$ cat src/rtl/mlc_pkg.sv
package mlc_pkg;
  localparam int CG_W = 5;
  localparam logic [CG_W-1:0] HALT_CG = 5'b00100;
  localparam logic [CG_W-1:0] IDLE_FORCE = '0;

  typedef enum logic {
    SRC_LINE = 1'b0,
    SRC_LOOP = 1'b1
  } rx_src_e;
endpackage

$ cat src/rtl/mlc_sense.sv
module mlc_sense (
  input  logic clk,
  input  logic rst_n,
  input  logic tx_en,
  input  logic line_rx_act,
  input  logic full_dup,
  input  logic lb_test,
  output logic crs,
  output logic col
);
  logic rx_seen;
  logic tx_counts;

  // Line activity is masked while the line is cut off for diagnostics.
  always_comb begin
    rx_seen   = line_rx_act & ~lb_test;
    tx_counts = tx_en & ~full_dup;
    crs       = rx_seen | tx_counts;
    col       = tx_counts & rx_seen;
  end

  AST_COL_HALF_ONLY: assert property (@(posedge clk) disable iff (!rst_n)
    col |-> (!full_dup && tx_en && line_rx_act));
  AST_CRS_NO_TX_FULL: assert property (@(posedge clk) disable iff (!rst_n)
    (full_dup && !line_rx_act) |-> !crs);
  AST_NO_COL_IN_TEST: assert property (@(posedge clk) disable iff (!rst_n)
    lb_test |-> !col);
endmodule

$ cat src/rtl/mlc_rxpath.sv
module mlc_rxpath
  import mlc_pkg::*;
#(
  parameter int DATA_W = 4
) (
  input  logic              clk,
  input  logic              rst_n,
  input  rx_src_e           src,
  input  logic [DATA_W-1:0] txd,
  input  logic              tx_en,
  input  logic [DATA_W-1:0] line_rxd,
  input  logic              line_rx_dv,
  output logic [DATA_W-1:0] rxd,
  output logic              rx_dv
);
  logic [DATA_W-1:0] d_nxt;
  logic              v_nxt;

  always_comb begin
    if (src == SRC_LOOP) begin
      d_nxt = txd;
      v_nxt = tx_en;
    end else begin
      d_nxt = line_rxd;
      v_nxt = line_rx_dv;
    end
  end

  // Single stage for both sources keeps the MAC-side latency uniform.
  always_ff @(posedge clk) begin
    if (!rst_n) begin
      rxd   <= '0;
      rx_dv <= 1'b0;
    end else begin
      rxd   <= d_nxt;
      rx_dv <= v_nxt;
    end
  end

  AST_LOOP_LATENCY: assert property (@(posedge clk) disable iff (!rst_n)
    (src == SRC_LOOP) |=> (rxd == $past(txd) && rx_dv == $past(tx_en)));
endmodule

$ cat src/rtl/mlc_txsel.sv
module mlc_txsel
  import mlc_pkg::*;
(
  input  logic            clk,
  input  logic            rst_n,
  input  logic            spd_100,
  input  logic            tx_en,
  input  logic            tx_er,
  output logic            cg_sel,
  output logic [CG_W-1:0] cg
);
  always_comb begin
    cg_sel = spd_100 & tx_en & tx_er;
    cg     = cg_sel ? HALT_CG : IDLE_FORCE;
  end

  AST_HALT_100_ONLY: assert property (@(posedge clk) disable iff (!rst_n)
    cg_sel |-> (spd_100 && tx_er));
  AST_HALT_CODE: assert property (@(posedge clk) disable iff (!rst_n)
    cg_sel |-> (cg == 5'b00100));
endmodule

$ cat src/rtl/mii_lpbk_ctl.sv
module mii_lpbk_ctl
  import mlc_pkg::*;
#(
  parameter int DATA_W = 4
) (
  input  logic              clk,
  input  logic              rst_n,
  input  logic              tx_en,
  input  logic [DATA_W-1:0] txd,
  input  logic              tx_er,
  input  logic              line_rx_act,
  input  logic [DATA_W-1:0] line_rxd,
  input  logic              line_rx_dv,
  input  logic              spd_100,
  input  logic              full_dup,
  input  logic              lb_test,
  input  logic              echo_dis,
  output logic              crs,
  output logic              col,
  output logic [DATA_W-1:0] rxd,
  output logic              rx_dv,
  output logic              line_en,
  output logic              tx_cg_sel,
  output logic [CG_W-1:0]   tx_cg
);
  logic    echo_ok;
  rx_src_e rx_src;

  always_comb begin
    echo_ok = ~spd_100 & ~full_dup & ~echo_dis;
    line_en = ~lb_test;
    rx_src  = (lb_test || (echo_ok && tx_en)) ? SRC_LOOP : SRC_LINE;
  end

  mlc_sense u_sense (
    .clk         (clk),
    .rst_n       (rst_n),
    .tx_en       (tx_en),
    .line_rx_act (line_rx_act),
    .full_dup    (full_dup),
    .lb_test     (lb_test),
    .crs         (crs),
    .col         (col)
  );

  mlc_rxpath #(.DATA_W(DATA_W)) u_rxpath (
    .clk        (clk),
    .rst_n      (rst_n),
    .src        (rx_src),
    .txd        (txd),
    .tx_en      (tx_en),
    .line_rxd   (line_rxd),
    .line_rx_dv (line_rx_dv),
    .rxd        (rxd),
    .rx_dv      (rx_dv)
  );

  mlc_txsel u_txsel (
    .clk     (clk),
    .rst_n   (rst_n),
    .spd_100 (spd_100),
    .tx_en   (tx_en),
    .tx_er   (tx_er),
    .cg_sel  (tx_cg_sel),
    .cg      (tx_cg)
  );

  AST_LINE_OFF_TEST: assert property (@(posedge clk) disable iff (!rst_n)
    lb_test |-> !line_en);
  AST_ECHO_SUPPRESSED: assert property (@(posedge clk) disable iff (!rst_n)
    (!lb_test && (spd_100 || full_dup || echo_dis))
      |=> (rxd == $past(line_rxd) && rx_dv == $past(line_rx_dv)));
endmodule

$ cat config.mk
export PLATFORM = sky130hd
export DESIGN_NAME = mii_lpbk_ctl
export DESIGN_NICKNAME = d
export VERILOG_FILES = /design/src/rtl/mlc_pkg.sv /design/src/rtl/mlc_sense.sv /design/src/rtl/mlc_rxpath.sv /design/src/rtl/mlc_txsel.sv /design/src/rtl/mii_lpbk_ctl.sv
export SDC_FILE = /design/constraint.sdc
export NUM_CORES = 1
export LEC_CHECK = 0
export ABC_AREA = 1
export BUFFER_PORTS_ARGS = -buffer_cell sky130_fd_sc_hd__buf_2
export CORE_AREA = 2 2 39 41
export DETAILED_ROUTE_END_ITERATION = 12
export DIE_AREA = 0 0 41 43
export PLACE_DENSITY = 0.64
export SKIP_CTS_REPAIR_TIMING = 1
export SLEW_MARGIN = 20
export SYNTH_ARGS = -nofsm -noshare
export SYNTH_HDL_FRONTEND = slang
export SYNTH_HIERARCHICAL = 1
export SYNTH_SLANG_ARGS = --single-unit
$ cat constraint.sdc
create_clock -name clk -period 0.8 [get_ports clk]
set_input_delay 0 -clock clk [delete_from_list [all_inputs] [get_ports clk]]
set_output_delay 0 -clock clk [all_outputs]
set_load 0.02 [all_outputs]
; ---- Word-level counts from Yosys, hierarchy flattened
; Cells that the tools add are included.
[classes]
n_mux = 4
bitwise_logic = 12
reduce_logical = 2
[op_table]
columns = operator, n
row1 = $and 1x1->1, 7
row2 = $mux 4, 1
row3 = $not 1->1, 4
row4 = $mux 3, 1
row5 = $mux 1, 2
row6 = $logic_and 1x1->1, 1
row7 = $logic_or 1x1->1, 1
row8 = $or 1x1->1, 1
[totals]
register_bits = 5
inputBits = 18
elab_cells = 20

; ---- Longest topological paths before layout
; Gate-level depths: netlist of run 1.
[logic_depth]
ltp_word = 7
ltp_mapped = 8
ltp_nobuf = 7

; ---- Hierarchy
; The synthesis of run 1 kept the hierarchy.
[by_module_without_submodules]
columns = mod, instances, cells_each, area_per_inst_um2, seq_area_each_um2
row1 = mlc_rxpath, 1, 31, 205.2, 100.1
row2 = mlc_txsel, 1, 9, 55.1, 0.0
row3 = mlc_sense, 1, 6, 27.5, 0.0
row4 = mii_lpbk_ctl, 1, 6, 22.5, 0.0

; ---- Worst setup path after synthesis of run 1
; OpenSTA, ideal clock, no wires.
[synth_timing]
kind = input to register
start = input port lb_test
end = register u_rxpath.rx_dv
setup_time_ns = 0.113
arrival_time_ns = 0.499
required_ns = 0.687
path_slack_ns = 0.189
stages = 5
path_buffers = 1
path_cell_list = inv_1 -> nand2_1 -> buf_6 -> nor2_1 -> nor2_1
[synth_via]
elab_chain_cells = 3
[synth_rtl]
columns = item, line
row1 = "start, declared", mii_lpbk_ctl.sv:16  ; input logic lb_test,
row2 = $logic_or 1x1->1, mii_lpbk_ctl.sv:32  ; rx_src = (lb_test || (echo_ok && tx_en)) ? SRC_LOOP : SRC_LINE;
row3 = $mux 1, mii_lpbk_ctl.sv:32
row4 = named net rx_src, mii_lpbk_ctl.sv:27  ; rx_src_e rx_src;
row5 = $mux 1, mlc_rxpath.sv:20  ; if (src == SRC_LOOP) begin
row6 = "end signal, assigned", mlc_rxpath.sv:36  ; rx_dv <= v_nxt;
row7 = "end, declared", mlc_rxpath.sv:14  ; output logic rx_dv
; The timed path passes the listed nets, and every way through them passes these cells.
; A chain may end at the register's enable or synchronous reset.

; ---- Final worst setup path of run 1
[layout_timing]
start = register u_rxpath.rxd[3]
end = output port rxd[3]
[layout_rtl]
columns = item, line
row1 = "start, declared", mlc_rxpath.sv:13  ; output logic [DATA_W-1:0] rxd,
row2 = "start signal, assigned", mlc_rxpath.sv:35  ; rxd <= d_nxt;
row3 = "end, declared", mii_lpbk_ctl.sv:20  ; output logic [DATA_W-1:0] rxd,
; No word-level cell between the ends.

==> results of run 1 <==
## path summary, 6_finish.rpt
| kind | start | endpoint | depth (start not counted) |
|---|---|---|---|
| max | u_rxpath/rxd[3]$_SDFF_PN0_ | rxd[3] | 1 |
| min | line_rxd[1] | u_rxpath/rxd[1]$_SDFF_PN0_ | 3 |
## Yosys cell counts, drive strengths merged
master	n
nand2	16
conb	1
nor2	14
buf	6
inv	10
dfxtp	5
## layer usage
| metal | vias to the layer above | track usage | routed length [µm] |
|---|---|---|---|
| met1 | 148 | 0.08280 | 257 |
| met4 | 0 | 0.1000 | 11 |
| met5 | - | 0 | 0 |
| met3 | 2 | 0.01571 | 108 |
| met2 | 22 | 0.1313 | 292 |
| li1 | 197 | - | - |
## per-stage QoR
step | cells | hold WS [ns] | instance area (µm²) | power [µW]
after CTS | 97 | -0.01983 | 461.7 | 770.3
final | 98 | -0.01550 | 471.7 | 754.6
after global placement | 93 | 0.2323 | 435.4 | 470.7
after floorplan | 55 | 0.08399 | 321.6 | 412.7
after global routing | 98 | 0.009193 | 471.7 | 813.4
after detailed placement | 93 | 0.2297 | 435.4 | 473.7
## registers in the layout (all words and copies together) (netlist names)
register,flops
u_rxpath/rxd,4
u_rxpath/rx_dv,1
## area by class of cell
class / instances / share of cell area
Inverter: 10 / 0.07958
Timing Repair Buffer: 29 / 0.3236
Sequential cell: 5 / 0.2122
Tap cell: 16 / 0.04244
Multi-Input combinational cell: 34 / 0.2865
Clock buffer: 4 / 0.05570
## cell families (layout without fill, tap and decap cells)
family	Yosys count	after routing	synth area share
buffers and inverters	16	43	0.2782
flip-flops	5	5	0.3226
other	1	4	0.01209
AND/OR/NAND/NOR	30	30	0.3871
## power by group through the flow
stage | Sequential, µW | Clock, µW | Combinational [µW]
2_1_floorplan | 302 | 0 | 111
3_3_place_gp | 276 | 0 | 195
3_5_place_dp | 277 | 0 | 197
4_1_cts | 272 | 300 | 198
5_1_grt | 274 | 316 | 223
6_report | 272 | 284 | 199
==> impl_metrics.ini, run 1 <==
[sta]
finalCritPeriodShare = 0.8588
fin_crit_ns = 0.6870
setup_viol = 0
tns_ns = 0
fmax_mhz = 1456
slew_viol_final = 0
finalHoldViolations = 3
grt_setup_unrepaired = false
timing.hold.ws_ns = -0.01550
fin_ws_ns = 0.1130

[critical_path]
path_buf_inv = 1
slowest_delay_ns = 0.30
crit_fanout = 1
path_cells = buf_2
required_ns = 0.80
cp-end-kind = primary output
crit_path_top_delay_cell = dfxtp_1
start_kind = register
critPathKind = reg2out
critical_path_arrival_ns = 0.69
crit_family = flip-flops

[pwr]
power_density_nw_per_um2 = 1600
leakagePower_uw = 0.0003165
peakVddDrop_uv = 321.7
sequentialPowerShare = 0.361
intPower_uw = 534.7
power.switching_uw = 219.9
combinationalPowerShare = 0.263
switching_share = 0.2914
clockPowerShare = 0.376

[drt]
drt_wl_total_um = 669
wire_per_inst_um = 6.827
drtPass1Iterations = 3
first_iter_violations = 3
num_vias = 369
vias_per_cell = 3.765
antenna_left = 0
drc = 0

[status]
violations = negative hold slack
status = complete, but fails checks

[floorplanning]
core_area_um2 = 1384
die_x_um = 41
num_rows = 14
die_height_um = 43
initial_utilization = 0.2242
die-area_um2 = 1763
io_pins = 32

[global_routing]
antenna_found_initial = 0
grt-ovfl-total = 0
groute.usage.overall = 0.08609
grt_first_pass_wirelength_mm = 1.000
grt_pass1_vias = 304
grt_max_degree = 11

[final_layout]
fin_util = 0.3409
drive_gt1_frac = 0.4268
final_cell_mix = buf_2, nand2_1, nor2_1
num_antenna_cells = 0
area_growth_syn_to_layout_pct = 52.02
multi_input_area_um2 = 135.1
fillers = 157
seqCellArea_um2 = 100.1
final_common_cell = buf_2
nNetsFinal = 101

[synth]
yosys_register_bits = 5
yosysSeqAreaShare = 0.3226
synth_cells = 52
yosys_warnings = 6
synth_top_area_frac = 0.3226
synth_area_per_cell_um2 = 5.967
yosysTopAreaCell = dfxtp_1
synthTopCellsByArea = dfxtp_1, nand2_1, nor2_1, buf_4, inv_1
yosysUniqueCellTypes = 10
synthesis.area_um2 = 310.3

[cts]
clk_path_buf_depth = 2
cts_tree = yes
root_buffer = clkbuf_4
cts_sinks = 5
h-tree-depth = 1
clkTransAtPathRegs_ns = 0.04
cts_made_buffers = 3

[placement]
dp_slack_ns = 0.007426
globalplace.congestion = 0.6342
portBuffers = 27

[min_path]
min_path_type = in2reg

[flow_run]
drv_cap = 0
Note: power is estimated with default switching activity, not from simulation.
==> run 2: changes to the inputs <==
- SETUP_SLACK_MARGIN: unset -> 0.15
==> run 2 against run 1 <==
  * The run still ends with negative hold slack left
  * Combinational power up 9.5%
  * Wire length rose by 0.45%
  * Final cell count shrank 1.0%
  * Worst hold slack better by 0.0042 ns
  * Die area is the same
  * Sequential share of layout area is essentially flat
  * Design area up 6.4%
  * Core utilization increased by 2.2 points
==> impl_metrics.ini, run 2 (synthesis results as in run 1) <==
[floorplanning]
die_x_um = 41
num_rows = 14
io_pins = 32
die_height_um = 43
core_area_um2 = 1384
die-area_um2 = 1763
initial_utilization = 0.2242

[placement]
globalplace.congestion = 0.6342
placedInstanceArea_um2 = 435.4
portBuffers = 27

[drt]
vias_per_cell = 3.742
wire_per_inst_um = 6.928
drt_wl_total_um = 672
drtPass1Iterations = 3
first_iter_violations = 2
antenna_left = 0
drc = 0
num_vias = 363

[sta]
tns_ns = 0
fin_crit_ns = 0.6641
slew_viol_final = 0
setup_viol = 0
finalHoldViolations = 4
grt_setup_unrepaired = true
timing.hold.ws_ns = -0.01132
finalCritPeriodShare = 0.8302
fmax_mhz = 1506

[cts]
cts_made_buffers = 3
cts_tree = yes
root_buffer = clkbuf_4
cts_sinks = 5
clk_path_buf_depth = 2
clkTransAtPathRegs_ns = 0.04
h-tree-depth = 1

[global_routing]
grt_pass1_vias = 304
grt-ovfl-total = 0
grt_max_degree = 11
groute.usage.overall = 0.08609
grt_first_pass_wirelength_mm = 1.000
antenna_found_initial = 0

[final_layout]
largest_reg_flops = 4
area_growth_syn_to_layout_pct = 61.69
reg_top3 = u_rxpath/rxd: 4 flops, u_rxpath/rx_dv: 1 flops
drive_gt1_frac = 0.5062
fillers = 155
top_register = u_rxpath/rxd
final_common_cell = buf_2
num_antenna_cells = 0
nNetsFinal = 100
final_cell_mix = buf_2, nand2_1, nor2_1
final_area_um2 = 501.7

[pwr]
leakagePower_uw = 0.0003206
power_density_nw_per_um2 = 1559
peakVddDrop_uv = 324.3

[critical_path]
critPathKind = reg2out
path_buf_inv = 1
crit_fanout = 1
slowest_delay_ns = 0.31
critical_path_arrival_ns = 0.66
crit_path_top_delay_cell = dfxtp_2
cp-end-kind = primary output
required_ns = 0.80
crit_family = flip-flops
start_kind = register
worstSetupPathDepth = 1
path_cells = buf_6

[min_path]
hold_start = line_rxd[1]
min_path_type = in2reg
holdPathStages = 3
min_to = u_rxpath/rxd[1]$_SDFF_PN0_

[flow_run]
drv_cap = 0

[status]
violations = negative hold slack
status = complete, but fails checks
[run 2: changes by cell type in the layout (fill, tap and decap cells not counted)]
cell           previous run  this run
buf_2                    27        22
buf_6                     0         5
dfxtp_1                   5         0
dfxtp_2                   0         5
dlygate4sd3_1             1         0
nand2_1                  15        14
nand2_2                   1         2
[run 2: final cells by class]
cell class                      instances  area (µm²)  share of cell area
Timing Repair Buffer                   28       173.9              0.3466
Multi-Input combinational cell         34       137.6              0.2743
Sequential cell                         5       106.4              0.2120
Inverter                               10       37.54             0.07481
Clock buffer                            4       26.28             0.05237
Tap cell                               16       20.02             0.03990
[run 2: worst max-delay path by stage]
stage               slack (ns)                        from                    endpoint
floorplan                 0.19                     lb_test   u_rxpath/rx_dv$_SDFF_PN0_
global placement          0.04                     spd_100   u_rxpath/rx_dv$_SDFF_PN0_
detailed placement       0.007                       tx_en  u_rxpath/rxd[0]$_SDFF_PN0_
CTS                        0.1  u_rxpath/rxd[3]$_SDFF_PN0_                      rxd[3]
global route              0.11  u_rxpath/rxd[0]$_SDFF_PN0_                      rxd[0]
finish                    0.14  u_rxpath/rxd[0]$_SDFF_PN0_                      rxd[0]
[run 2: through the flow]
stage / total power (µW) / instances / utilization / setup WS (ns) / hold WS [ns]
2_1_floorplan: 412.7 / 55 / - / 0.1886 / 0.08399
3_3_place_gp: 470.7 / 93 / 0.3146 / 0.04270 / 0.2323
3_5_place_dp: 473.7 / 93 / 0.3146 / 0.007426 / 0.2297
4_1_cts: 770.3 / 97 / 0.3336 / 0.09872 / -0.01983
5_1_grt: 839.8 / 97 / 0.3626 / 0.1075 / -0.005278
6_report: 782.2 / 97 / 0.3626 / 0.1359 / -0.01132
[run 2: where the power goes]
| part | switching, µW | total [µW] | internal, µW | leakage, µW |
|---|---|---|---|---|
| logic | 121 | 218 | 96.8 | 0.000263 |
| registers | 7.54 | 280 | 273 | 0.0000429 |
| clock network | 96.1 | 284 | 188 | 0.0000150 |
| total | 225 | 782 | 558 | 0.000321 |
[run 2: worst min-delay path, stage by stage]
cell	delay, ns
buf_2	0.08
nor2_1	0.03
nor2_1	0.08
[run 2: routing by layer]
| layer | track usage | share of wire | up-vias |
|---|---|---|---|
| met5 | 0 | 0 | - |
| met2 | 0.1313 | 0.45 | 22 |
| met4 | 0.1000 | 0.016 | 0 |
| li1 | - | - | 194 |
| met1 | 0.08280 | 0.38 | 145 |
| met3 | 0.01571 | 0.15 | 2 |
